`src/rtl/i2s_tx_pkg.sv`:
```
package i2s_tx_pkg;

    localparam int MAX_SLOTS     = 8;
    localparam int MAX_SLOT_BITS = 32;
    localparam int DATA_W        = 32;
    localparam int SLOT_W        = $clog2(MAX_SLOTS);
    localparam int BIT_W         = $clog2(MAX_SLOT_BITS);
    localparam int DIDX_W        = $clog2(DATA_W);

    // Settings used by the serializer
    typedef struct packed {
        logic                  tdm;
        logic [SLOT_W-1:0]     slots_m1;
        logic [BIT_W-1:0]      slot_bits_m1;
        logic [BIT_W-1:0]      width_m1;
        logic                  lsb_first;
        logic                  right_align;
        logic                  mono;
        logic                  mono_sel;
        logic                  halt;
        logic [MAX_SLOTS-1:0]  mask;
        logic [DATA_W-1:0]     fill;
    } cfg_t;

    // Position of a bit cell inside a frame
    typedef struct packed {
        logic [SLOT_W-1:0] slot;
        logic [BIT_W-1:0]  bitn;
    } pos_t;

    // Where the word for a slot comes from
    typedef enum logic [1:0] {
        SRC_ZERO  = 2'd0,
        SRC_FILL  = 2'd1,
        SRC_INPUT = 2'd2
    } src_e;

    function automatic logic [SLOT_W-1:0] last_slot(cfg_t c);
        return c.tdm ? c.slots_m1 : SLOT_W'(1);
    endfunction

    function automatic pos_t pos_advance(pos_t p, cfg_t c);
        pos_t n;
        n = p;
        if (p.bitn == c.slot_bits_m1) begin
            n.bitn = '0;
            n.slot = (p.slot == last_slot(c)) ? '0 : p.slot + SLOT_W'(1);
        end else begin
            n.bitn = p.bitn + BIT_W'(1);
        end
        return n;
    endfunction

    function automatic src_e slot_source(logic [SLOT_W-1:0] s, cfg_t c);
        if (c.tdm)
            return c.mask[s] ? SRC_INPUT : SRC_ZERO;
        if (c.mono && (s[0] != c.mono_sel))
            return SRC_FILL;
        return SRC_INPUT;
    endfunction

    // Word-select level for the cell at p: it looks one cell ahead
    function automatic logic frame_sync(pos_t p, cfg_t c);
        pos_t q;
        q = pos_advance(p, c);
        if (c.tdm)
            return (q == '0);
        return (q.slot == SLOT_W'(1));
    endfunction

    // Serial bit for cell b of a slot holding word w
    function automatic logic pick_bit(logic [DATA_W-1:0] w, logic [BIT_W-1:0] b, cfg_t c);
        logic [BIT_W:0]    sb;
        logic [BIT_W:0]    dw;
        logic [BIT_W:0]    off;
        logic [BIT_W:0]    k;
        logic [BIT_W:0]    sel;
        logic [DIDX_W-1:0] idx;
        sb  = {1'b0, c.slot_bits_m1} + (BIT_W+1)'(1);
        dw  = {1'b0, c.width_m1} + (BIT_W+1)'(1);
        off = (c.right_align && (sb > dw)) ? (sb - dw) : '0;
        if ({1'b0, b} < off)
            return 1'b0;
        k = {1'b0, b} - off;
        if (k >= dw)
            return 1'b0;
        sel = c.lsb_first ? k : (dw - (BIT_W+1)'(1) - k);
        idx = DIDX_W'(sel);
        return w[idx];
    endfunction

endpackage

```
`src/rtl/i2s_tx_bclk_gen.sv`:
```
module i2s_tx_bclk_gen #(
    parameter int DIV_W = 8
) (
    input  logic             clk,
    input  logic             rst,
    input  logic             run,
    input  logic [DIV_W-1:0] div_m1,
    input  logic             stall,
    output logic             bclk,
    output logic             shift_evt
);

    logic [DIV_W-1:0] cnt;
    logic             rise_next;
    logic             edge_evt;

    assign edge_evt  = run && (cnt == div_m1);
    assign shift_evt = edge_evt && !rise_next;

    always_ff @(posedge clk) begin
        if (rst || !run) begin
            cnt       <= '0;
            bclk      <= 1'b0;
            rise_next <= 1'b0;
        end else begin
            cnt <= edge_evt ? '0 : cnt + DIV_W'(1);
            if (edge_evt) begin
                if (rise_next) begin
                    bclk      <= 1'b1;
                    rise_next <= 1'b0;
                end else begin
                    bclk <= 1'b0;
                    if (!stall)
                        rise_next <= 1'b1;
                end
            end
        end
    end

endmodule

```
`src/rtl/i2s_tx_cfg_stage.sv`:
```
module i2s_tx_cfg_stage
    import i2s_tx_pkg::*;
(
    input  logic clk,
    input  logic rst,
    input  logic run,
    input  logic update,
    input  cfg_t staged,
    input  logic load,
    output cfg_t active,
    output cfg_t shadow,
    output logic pending
);

    always_ff @(posedge clk) begin
        if (rst) begin
            active  <= '0;
            shadow  <= '0;
            pending <= 1'b0;
        end else begin
            if ((load || !run) && pending) begin
                active  <= shadow;
                pending <= 1'b0;
            end
            if (update) begin
                shadow  <= staged;
                pending <= 1'b1;
            end
        end
    end

endmodule

```
`src/rtl/i2s_tx_slot_seq.sv`:
```
module i2s_tx_slot_seq
    import i2s_tx_pkg::*;
(
    input  logic              clk,
    input  logic              rst,
    input  logic              run,
    input  logic              shift_evt,
    input  cfg_t              active,
    input  cfg_t              shadow,
    input  logic              pending,
    input  logic [DATA_W-1:0] in_data,
    input  logic              in_valid,
    output logic              in_ready,
    output logic              load,
    output logic              stall,
    output logic              miss,
    output logic              sd,
    output logic              ws
);

    pos_t              pos;
    pos_t              nxt;
    logic              started;
    logic [DATA_W-1:0] cur_word;
    logic [DATA_W-1:0] word_n;
    cfg_t              cu;
    src_e              src;
    logic              at_start;
    logic              new_slot;
    logic              need;

    always_comb begin
        nxt      = started ? pos_advance(pos, active) : '0;
        at_start = (nxt == '0);
        cu       = (at_start && pending) ? shadow : active;
        new_slot = (nxt.bitn == '0);
        src      = slot_source(nxt.slot, cu);
        need     = new_slot && (src == SRC_INPUT);
        stall    = need && !in_valid && cu.halt;
        in_ready = shift_evt && need;
        miss     = shift_evt && need && !in_valid && !cu.halt;
        load     = shift_evt && at_start && pending && !stall;
        word_n   = cur_word;
        if (new_slot) begin
            unique case (src)
                SRC_FILL:  word_n = cu.fill;
                SRC_INPUT: word_n = in_valid ? in_data : '0;
                default:   word_n = '0;
            endcase
        end
    end

    always_ff @(posedge clk) begin
        if (rst || !run) begin
            pos      <= '0;
            started  <= 1'b0;
            cur_word <= '0;
            sd       <= 1'b0;
            ws       <= 1'b0;
        end else if (shift_evt && !stall) begin
            pos      <= nxt;
            started  <= 1'b1;
            cur_word <= word_n;
            sd       <= pick_bit(word_n, nxt.bitn, cu);
            ws       <= frame_sync(nxt, cu);
        end
    end

endmodule

```
`src/rtl/i2s_tdm_tx.sv`:
```
module i2s_tdm_tx
    import i2s_tx_pkg::*;
#(
    parameter int DIV_W = 8
) (
    input  logic                 clk,
    input  logic                 rst,
    input  logic                 run,
    input  logic [DIV_W-1:0]     div_m1,
    input  logic                 cfg_tdm,
    input  logic [SLOT_W-1:0]    cfg_slots_m1,
    input  logic [BIT_W-1:0]     cfg_slot_bits_m1,
    input  logic [BIT_W-1:0]     cfg_width_m1,
    input  logic                 cfg_lsb_first,
    input  logic                 cfg_right_align,
    input  logic                 cfg_mono,
    input  logic                 cfg_mono_sel,
    input  logic                 cfg_halt,
    input  logic [MAX_SLOTS-1:0] cfg_slot_mask,
    input  logic [DATA_W-1:0]    cfg_fill,
    input  logic                 cfg_update,
    input  logic [DATA_W-1:0]    in_data,
    input  logic                 in_valid,
    output logic                 in_ready,
    output logic                 bclk,
    output logic                 ws,
    output logic                 sd,
    output logic                 underrun,
    input  logic                 underrun_clr
);

    cfg_t stg_cfg;
    cfg_t act_cfg;
    cfg_t shd_cfg;
    logic cfg_pending;
    logic cfg_load;
    logic shift_evt;
    logic stall;
    logic miss;

    always_comb begin
        stg_cfg.tdm          = cfg_tdm;
        stg_cfg.slots_m1     = cfg_slots_m1;
        stg_cfg.slot_bits_m1 = cfg_slot_bits_m1;
        stg_cfg.width_m1     = cfg_width_m1;
        stg_cfg.lsb_first    = cfg_lsb_first;
        stg_cfg.right_align  = cfg_right_align;
        stg_cfg.mono         = cfg_mono;
        stg_cfg.mono_sel     = cfg_mono_sel;
        stg_cfg.halt         = cfg_halt;
        stg_cfg.mask         = cfg_slot_mask;
        stg_cfg.fill         = cfg_fill;
    end

    i2s_tx_cfg_stage u_cfg (
        .clk     (clk),
        .rst     (rst),
        .run     (run),
        .update  (cfg_update),
        .staged  (stg_cfg),
        .load    (cfg_load),
        .active  (act_cfg),
        .shadow  (shd_cfg),
        .pending (cfg_pending)
    );

    i2s_tx_bclk_gen #(.DIV_W(DIV_W)) u_clk (
        .clk       (clk),
        .rst       (rst),
        .run       (run),
        .div_m1    (div_m1),
        .stall     (stall),
        .bclk      (bclk),
        .shift_evt (shift_evt)
    );

    i2s_tx_slot_seq u_seq (
        .clk       (clk),
        .rst       (rst),
        .run       (run),
        .shift_evt (shift_evt),
        .active    (act_cfg),
        .shadow    (shd_cfg),
        .pending   (cfg_pending),
        .in_data   (in_data),
        .in_valid  (in_valid),
        .in_ready  (in_ready),
        .load      (cfg_load),
        .stall     (stall),
        .miss      (miss),
        .sd        (sd),
        .ws        (ws)
    );

    // A fresh miss outranks a clear in the same cycle
    always_ff @(posedge clk) begin
        if (rst)
            underrun <= 1'b0;
        else
            underrun <= (underrun && !underrun_clr) || miss;
    end

endmodule

```
`config.mk`:
```
export PLATFORM = sky130hd
export DESIGN_NAME = i2s_tdm_tx
export DESIGN_NICKNAME = d
export VERILOG_FILES = /design/src/rtl/i2s_tx_pkg.sv /design/src/rtl/i2s_tx_bclk_gen.sv /design/src/rtl/i2s_tx_cfg_stage.sv /design/src/rtl/i2s_tx_slot_seq.sv /design/src/rtl/i2s_tdm_tx.sv
export SDC_FILE = /design/constraint.sdc
export NUM_CORES = 1
export LEC_CHECK = 0
export BUFFER_PORTS_ARGS = -buffer_cell sky130_fd_sc_hd__buf_2
export CAP_MARGIN = 20
export CORE_UTILIZATION = 51
export CTS_CLUSTER_SIZE = 40
export DETAILED_ROUTE_END_ITERATION = 6
export PLACE_DENSITY = 0.74
export SLEW_MARGIN = 20
export SYNTH_ARGS = -nofsm -noshare
export SYNTH_HDL_FRONTEND = slang
export SYNTH_SLANG_ARGS = --single-unit
export TNS_END_PERCENT = 20
```
`constraint.sdc`:
```
create_clock -name clk -period 6.6 [get_ports clk]
set_input_delay 1.32 -clock clk [delete_from_list [all_inputs] [get_ports clk]]
set_output_delay 1.32 -clock clk [all_outputs]
set_load 0.01 [all_outputs]
```
Yosys cells after proc, flatten, opt, wreduce, memory -nomap -nowiden --
Cells that the tools add are included.
Word-level totals: bits in registers 173, input port bits 105, output and inout port bits 5, word-level logic and storage cells 140
Cells by class: $add $sub $neg 11, magnitude comparators 5, eq/ne operators 9, mux-type cells 51, reduce and logical (&&, ||, !) cells 31
Operator list (number):
- $mux 32 | 2
- $pmux 32 s2 | 1
- $mux 59 | 1
- $mux 1 | 25
- $mux 5 | 5
- $mux 3 | 8
- $logic_and 1x1->1 | 17
- $logic_not 8->1 | 2
- $add 5x1->6 const B | 2
- $add 5x1->5 const B | 2
- $eq 5x5->1 | 2
- $mux 2 | 5
- $add 8x1->8 const B | 1
- $eq 8x8->1 | 1
- $mux 8 | 1
- $add 3x1->3 const B | 2
- $eq 3x3->1 | 2
- $ge 6x6->1 | 1
- $gt 6x6->1 | 1
- $logic_not 1->1 | 6
- $lt 5x6->1 | 1
- $lt 5x6->1 const B | 1
- $mux 6 | 1
- $sub 5x6->6 | 1
- other kinds (14) | 16

Longest topological paths before layout --
Gate-level depths: netlist of run 1.
depth in word-level cells 28, mapped depth 37, gate-level depth less buffers 32

Hierarchy --
Synthesis of run 1 repeated with hierarchy kept, for this count alone.
Second synthesis, totals: cells, all modules 1240, area, all modules 10552.6 um2
Modules (own cells, without submodules):
- i2s_tx_slot_seq | times used 1, cells an instance 732, area an instance 5260.0 um2, seq. area each 860.8 um2
- i2s_tx_cfg_stage | times used 1, cells an instance 451, area an instance 4748.3 um2, seq. area each 2382.3 um2
- i2s_tx_bclk_gen | times used 1, cells an instance 53, area an instance 505.5 um2, seq. area each 200.2 um2
- i2s_tdm_tx | times used 1, cells an instance 4, area an instance 38.8 um2, seq. area each 20.0 um2

Worst setup path after synthesis of run 1 --
OpenSTA, ideal clock, no wires.
path kind register -> register, from register u_seq.pos[3] (netlist name), to register u_seq.sd, setup time 0.125 ns, arrival time 7.004 ns, required time 6.475 ns, path slack -0.529 ns, cell stages (with the launch flop) 32, buffers on the path 4, period minus slack after synthesis 7.129 ns, cells stage by stage dfxtp_1 > buf_2 > xnor2_2 > nand3_2 > or2_1 > buf_2 > nand3_1 > ha_1 > o31ai_2 > nor2_2 > buf_2 > clkbuf_1 > mux2i_1 > inv_1 > ha_1 > inv_1 > fa_1 > maj3_1 > a21oi_1 > o21a_1 > nor3_1 > ha_1 > fa_1 > inv_1 > fa_1 > a21o_1 > a21oi_2 > xnor2_1 > a2111oi_0 > o311a_1 > nor4_1 > o41a_1
Between the ends: word-level cells in the longest chain between the ends 20, elaborated cells on any way between the ends 54, those cells by class add/sub (7); order compare (3); eq/ne (4); mux (30); reduce/logical (10)
RTL lines:
- start, declared | line i2s_tx_slot_seq.sv:21 | pos_t pos;
- start signal, assigned | line i2s_tx_slot_seq.sv:61 | pos <= nxt;
- $add 5x1->5 / $eq 5x5->1 (equally long branches) | line i2s_tx_pkg.sv:49, i2s_tx_pkg.sv:45
- $mux 5 / $mux 3 (equally long branches) | line i2s_tx_pkg.sv:45 | if (p.bitn == c.slot_bits_m1) begin
- $mux 8 * | line i2s_tx_slot_seq.sv:33 | nxt = started ? pos_advance(pos, active) : '0;
- branches (longest 17 deep; another with $add 5x1->6)
- end signal, assigned | line i2s_tx_slot_seq.sv:64 | sd <= pick_bit(word_n, nxt.bitn, cu);
- end, declared | line i2s_tx_slot_seq.sv:17 | output logic sd,
Mark *: on every way between the ends. The select of a mux whose other input is x is not followed. A chain may end at the register's enable or synchronous reset.

==> results_dict.tcl, run 1 <==
set metrics [dict create \
    die_w_um 140 \
    detail_route.iter0.violations 844 \
    drtPass1Iterations 5 \
    finalHoldViolations 0 \
    synth_area_leader_cell "dfxtp_1" \
    ff2ff_setup_slack_ps 160 \
    setup_violations 0 \
    vias 9379 \
    cap_viol_max_count 0 \
    cts.sinks 173 \
    fin_setup_tns_ps 0 \
    slew_violations 0 \
    nets 1471 \
    relSlewSlack 0.329 \
    cp-end-kind "flop" \
    wl_per_cell_um 17.9 \
    hold_path.class "reg -> reg" \
    synth_cells 1230 \
    synth_edf_count 0 \
    synth_most_common_cell "nand2_1" \
    path_max_fanout 5 \
    track_usage 0.295 \
    area_growth_pct 18.8 \
    cts_max_path_buffers 2 \
    syn_nets 1362 \
    setup_ws_ps 157 \
    drive_above_1_share 0.222 \
    crit_path_top_delay_cell "fa_2" \
    max_freq_mhz 155 \
    die_h_um 140 \
    fin_skew_ps 14.0 \
    ys_ff_latch 173 \
    r2r-end "u_seq.sd$_SDFFE_PP0P_" \
    numCtsBuffers 17 \
    power_mw 2.44 \
    cts_tree "done" \
    netlist_area_um2 9700 \
    crit_path_start_kind "flop" \
    gr-total-overflow 0 \
    reg2reg_depth 27 \
    arrival_ps 6770 \
    yosysWarnings 0 \
    antenna_found_initial 0 \
    synthFlopType "dfxtp_1" \
    cp.depth 27 \
    r2r_start "u_seq.pos[6]$_SDFFE_PP0P_" \
    holdPathStages 2 \
    outcome "completed" \
    pre_cts_ws_ps -118 \
    required_ps 6930 \
    worstMarginPinSlew_ps 1010 \
    grt_max_degree 64 \
    crit_buf_inv 3 \
    wl_um 28400 \
    io_pins 110 \
    endpoint "u_seq.sd$_SDFFE_PP0P_" \
    crit_path_start "u_seq.pos[6]$_SDFFE_PP0P_" \
    place.gp.congestion 0.922 \
    min_period_over_period 0.976 \
    p_per_area_nw_per_um2 211 \
    grt_pass1_wl_um 45300 \
    clk_latency_ps 440 \
    start_util 0.519 \
    clkSlewWorstSetupHoldPaths_ps 80 \
    cpPeakStageDelay_ps 580 \
    syn_area_per_cell_um2 7.89 \
    rows 50 \
    port_buffers 109 \
    n_antenna_cell 0 \
    synth_commonest_cells "nand2_1, dfxtp_1, a21oi_1, nor2_1, mux2i_1" \
    drc 0 \
    drt-vias-per-instance 5.91 \
    cts.htree.levels 4 \
    ant_nets 0 \
    ir_drop_uv 189 \
    period_minus_slack_ps 6440 \
    final_core_util 0.616 \
    async_reset_ff_frac 0 \
    critical_path_class "reg -> reg" \
    cts_root_buffer "clkbuf_16" \
    cp_top_family "adder cells" \
    core_um2 18700 \
    synth_top_cell_area_share 0.357 \
    synth_area_leaders "dfxtp_1, nand2_1, mux2i_1" \
    ys_types 82 \
    dp_hpwl_um 20000 \
    grt_pass1_vias 8751 \
    cellLeakagePower_nw 4.61 \
    die-area_um2 19600 \
    seq_area_frac_synth 0.357 \
]
==> report_power, final <==
part,internal [mW],switching [mW]
Combinational,0.143,0.189
Clock,0.515,0.490
Sequential,1.07,0.0274
Total,1.73,0.706
==> worst min-delay path, delay by kind of cell, from the launching register on <==
| kind | cells | cell delay [ps] |
|---|---|---|
| AOI/OAI and AO/OA | 1 | 50 |
| DFF | 1 | 310 |
| and+or+nand+nor | 1 | 50 |
==> cell families after synthesis <==
kind of cell | synth area share
compound gates | 0.196
xor+xnor | 0.0467
fa+ha+maj | 0.0392
buf+inv | 0.0449
flops | 0.357
mux | 0.0914
simple gates | 0.225
==> repair_timing <==
action,4_1_cts,5_1_grt
setup buffers,4,8
hold buffers,0,0
endpoints found under the hold margin,0,0
endpoints found under the setup margin,1,1
pin swaps,2,23
resized for setup,6,46
==> how the worst min path moves through the flow <==
| stage | start | end | slack (ps) |
|---|---|---|---|
| 5_1_grt | u_cfg.active[1]$_SDFFE_PP0P_ | u_cfg.active[1]$_SDFFE_PP0P_ | 470 |
| 3_5_place_dp | u_cfg.active[42]$_SDFFE_PP0P_ | u_cfg.active[42]$_SDFFE_PP0P_ | 440 |
| 2_1_floorplan | u_cfg.shadow[33]$_SDFFE_PP0P_ | u_cfg.active[33]$_SDFFE_PP0P_ | 430 |
| 3_3_place_gp | u_cfg.shadow[33]$_SDFFE_PP0P_ | u_cfg.active[33]$_SDFFE_PP0P_ | 440 |
| 4_1_cts | u_cfg.active[42]$_SDFFE_PP0P_ | u_cfg.active[42]$_SDFFE_PP0P_ | 450 |
| 6_report | u_cfg.active[42]$_SDFFE_PP0P_ | u_cfg.active[42]$_SDFFE_PP0P_ | 450 |
==> routing by layer <==
| metal | vias to the layer above | GRT usage | routed length [um] |
|---|---|---|---|
| met5 | - | 0 | 0 |
| met4 | 0 | 0.169 | 1420 |
| met3 | 77 | 0.0499 | 1670 |
| met2 | 370 | 0.475 | 13200 |
| met1 | 4432 | 0.373 | 12100 |
| li1 | 4500 | - | - |
==> state kept, by name, indices dropped and copies added, names as in the netlist <==
register	count
u_clk.cnt	8
u_seq.cur_word	32
u_cfg.shadow	59
u_cfg.pending	1
u_seq.sd	1
underrun	1
u_clk.rise_next	1
u_seq.started	1
u_seq.ws	1
u_seq.pos	8
u_clk.bclk	1
u_cfg.active	59
==> cell usage in the layout, fill, tap and decap left out, types with 4 or more instances in the layout <==
cell,count
buf_4,63
a211oi_1,13
nand2b_1,6
nor3_1,19
a21oi_2,14
xor2_1,14
inv_6,6
and2_1,4
mux2_2,4
inv_1,15
nand2_2,12
o21a_1,13
nor2_1,123
nor2b_1,11
buf_2,107
nand3_1,39
clkbuf_16,17
nor4_1,5
nand2_1,236
a21o_1,11
dfxtp_1,165
o21ai_0,24
a31oi_1,19
dfxtp_2,6
ha_1,20
o211ai_1,9
o21ai_1,4
and3_1,11
xnor2_2,7
or3_1,6
a311oi_1,4
nand4_1,6
a211o_1,4
a21oi_1,122
xnor2_1,28
mux2i_1,79
==> cell type report <==
class                           count  area (um^2)
Clock inverter                     13          136
Inverter                           18         67.6
Tap cell                          234          293
Sequential cell                   173         3480
Clock buffer                       19          443
Fill cell                        1590         7180
Multi-Input combinational cell    956         6060
Timing Repair Buffer              173         1050
==> through the flow <==
stage | hold slack [ps] | cell area [um^2] | instances
floorplan | 431 | 9780 | 1230
global placement | 441 | 10700 | 1542
detailed placement | 442 | 10700 | 1542
CTS | 453 | 11300 | 1578
global route | 474 | 11500 | 1586
finish | 452 | 11500 | 1586
Note: power is estimated with default switching activity, not from simulation.
==> run 2, diff against run 1 <==
--- a/config.mk
+++ b/config.mk
@@ -10,7 +10,9 @@
 export CORE_UTILIZATION = 51
 export CTS_CLUSTER_SIZE = 40
 export DETAILED_ROUTE_END_ITERATION = 6
+export MAX_ROUTING_LAYER = met4
 export PLACE_DENSITY = 0.74
+export SKIP_LAST_GASP = 1
 export SLEW_MARGIN = 20
 export SYNTH_ARGS = -nofsm -noshare
 export SYNTH_HDL_FRONTEND = slang
==> constraint.sdc (replaced) <==
create_clock -name clk -period 6.6 [get_ports clk]
set_input_delay 1.98 -clock clk [delete_from_list [all_inputs] [get_ports clk]]
set_output_delay 1.98 -clock clk [all_outputs]
set_load 0.01 [all_outputs]
==> run 2 against run 1 <==
Against the previous run:
- clock power grew 6%
- sequential share of layout area down 0.21 points
- combinational power increased by 2%
- cell count barely moved
- clock-buffer cell count down 2
- utilization increased by 0.29 points
- non-clock buffer count is 1 higher
- critical path depth unchanged
- routed wire length rose by 1.1%
- flip-flop and latch count did not move
- die area stayed put
- sequential power about the same
- largest cell class unchanged
- highest routed layer unchanged
==> results_dict.tcl, run 2 (synthesis results as in run 1) <==
set metrics [dict create \
    wl_per_cell_um 18.1 \
    cts_tree "done" \
    fin_cells 1587 \
    critical_path_class "reg -> reg" \
    n_antenna_cell 0 \
    min_from "u_cfg.shadow[39]$_SDFFE_PP0P_" \
    detail_route.iter0.violations 831 \
    core_um2 18700 \
    cts_max_path_buffers 2 \
    path_max_fanout 6 \
    io_pins 110 \
    r2r_start "u_cfg.active[58]$_SDFFE_PP0P_" \
    grt_pass1_vias 8828 \
    drc 0 \
    final_area_um2 11600 \
    slew_violations 0 \
    period_minus_slack_ps 6460 \
    nets 1472 \
    vias 9307 \
    drt-vias-per-instance 5.86 \
    port_buffers 109 \
    finalHoldViolations 0 \
    die_h_um 140 \
    reg2reg_depth 27 \
    worstMarginPinSlew_ps 1020 \
    start_util 0.519 \
    cpPeakStageDelay_ps 580 \
    crit_buf_inv 4 \
    drtPass1Iterations 5 \
    cts_root_buffer "clkbuf_16" \
    clk_latency_ps 440 \
    clkSlewWorstSetupHoldPaths_ps 80 \
    numCtsBuffers 17 \
    ant_nets 0 \
    layout_commonest_cell "nand2_1" \
    area_growth_pct 19.4 \
    place.gp.congestion 0.969 \
    hold-path-endpoint "u_cfg.active[39]$_SDFFE_PP0P_" \
    relSlewSlack 0.319 \
    final_cell_mix "nand2_1, dfxtp_1, nor2_1, a21oi_1, buf_2" \
    pre_cts_ws_ps -67.4 \
    die_w_um 140 \
    min_period_over_period 0.979 \
    ff2ff_setup_slack_ps 140 \
    grt_max_degree 87 \
    required_ps 6930 \
    whs_ps 451 \
    r2r-end "u_seq.sd$_SDFFE_PP0P_" \
    cts.htree.levels 4 \
    arrival_ps 6790 \
    dp_hpwl_um 20200 \
    reg_top3 "u_cfg.active (59), u_cfg.shadow (59), u_seq.cur_word (32)" \
    p_per_area_nw_per_um2 217 \
    max_freq_mhz 155 \
    ir_drop_uv 194 \
    antenna_found_initial 0 \
    cp_common_cell "fa_2" \
    drive_above_1_share 0.215 \
    cts.sinks 173 \
    holdPathStages 2 \
    cp_top_family "compound AO/OA/AOI/OAI gates" \
    setup_violations 0 \
    outcome "completed" \
    setup_ws_ps 138 \
    cp-end-kind "flop" \
    fin_skew_ps 13.4 \
    placed_cell_area_um2 10700 \
    wl_um 28700 \
    hold_path.class "reg -> reg" \
    fin_setup_tns_ps 0 \
    dp.cells 1545 \
    gr-total-overflow 0 \
    cellLeakagePower_nw 4.67 \
    grt_pass1_wl_um 45900 \
    cap_viol_max_count 0 \
    crit_path_top_delay_cell "fa_2" \
    die-area_um2 19600 \
    crit_path_start_kind "flop" \
    track_usage 0.307 \
    rows 50 \
]
[run 2: timing repair]
item                       4_1_cts  5_1_grt
setup buffers                    0       10
setup endpoints to repair        1        1
hold buffers                     0        0
pin swaps                        0       13
resized for setup                2       40
[run 2: how the worst max path moves through the flow]
| stage | start | end | slack, ps | cells past startpoint |
|---|---|---|---|---|
| after floorplan | u_seq.pos[3]$_SDFFE_PP0P_ | u_seq.sd$_SDFFE_PP0P_ | 7 | 32 |
| after global placement | u_cfg.active[50]$_SDFFE_PP0P_ | u_seq.sd$_SDFFE_PP0P_ | 130 | 28 |
| after detailed placement | u_cfg.active[50]$_SDFFE_PP0P_ | u_seq.sd$_SDFFE_PP0P_ | -70 | 29 |
| after CTS | u_cfg.active[50]$_SDFFE_PP0P_ | u_seq.sd$_SDFFE_PP0P_ | 50 | 28 |
| after global routing | u_cfg.active[50]$_SDFFE_PP0P_ | u_seq.sd$_SDFFE_PP0P_ | -50 | 27 |
| final | u_cfg.active[58]$_SDFFE_PP0P_ | u_seq.sd$_SDFFE_PP0P_ | 140 | 27 |
[run 2: cell type report]
class / instances / area (um^2)
inverters: 18 / 67.6
flip-flops and latches: 173 / 3470
clock inverters: 15 / 210
fillers: 1613 / 7120
multi-input cells: 956 / 6040
repair buffers: 174 / 1080
clock buffers: 17 / 425
well taps: 234 / 293
[run 2: through the flow]
stage / power [mW] / utilization
6_report: 2.51 / 0.619
4_1_cts: 2.49 / 0.606
3_3_place_gp: 1.43 / 0.571
5_1_grt: 2.59 / 0.619
3_5_place_dp: 1.44 / 0.571
2_1_floorplan: 1.33 / -
[run 2: worst register-to-register path: stages (launching register included)]
cell       delay [ps]
dfxtp_1           340
buf_4             170
o21ai_0           120
nand2_1           140
a21o_1            270
a22oi_4           220
o211ai_2          170
nor2_4            220
mux2i_2           290
inv_2              90
ha_4              270
inv_1              70
fa_2              370
maj3_1            360
a21oi_2           150
o21a_1            180
nor3_1             70
ha_2              200
fa_2              580
inv_1              80
fa_2              430
a21o_1            200
a21oi_4           290
xnor2_4           160
a2111oi_2         230
o311a_1           230
nor4_2             50
o41a_1            420
[run 2: power by group]
group / total (mW) / internal (mW) / switching, mW
Combinational: 0.337 / 0.147 / 0.191
Sequential: 1.10 / 1.07 / 0.0271
Clock: 1.07 / 0.557 / 0.516
[run 2: metal layers]
layer | GRT usage | share of wire | vias to the layer above
met4 | 0.175 | 0.055 | 0
met1 | 0.378 | 0.43 | 4357
met3 | 0.0513 | 0.062 | 75
met2 | 0.476 | 0.46 | 375
met5 | - | 0 | -
li1 | - | - | 4500
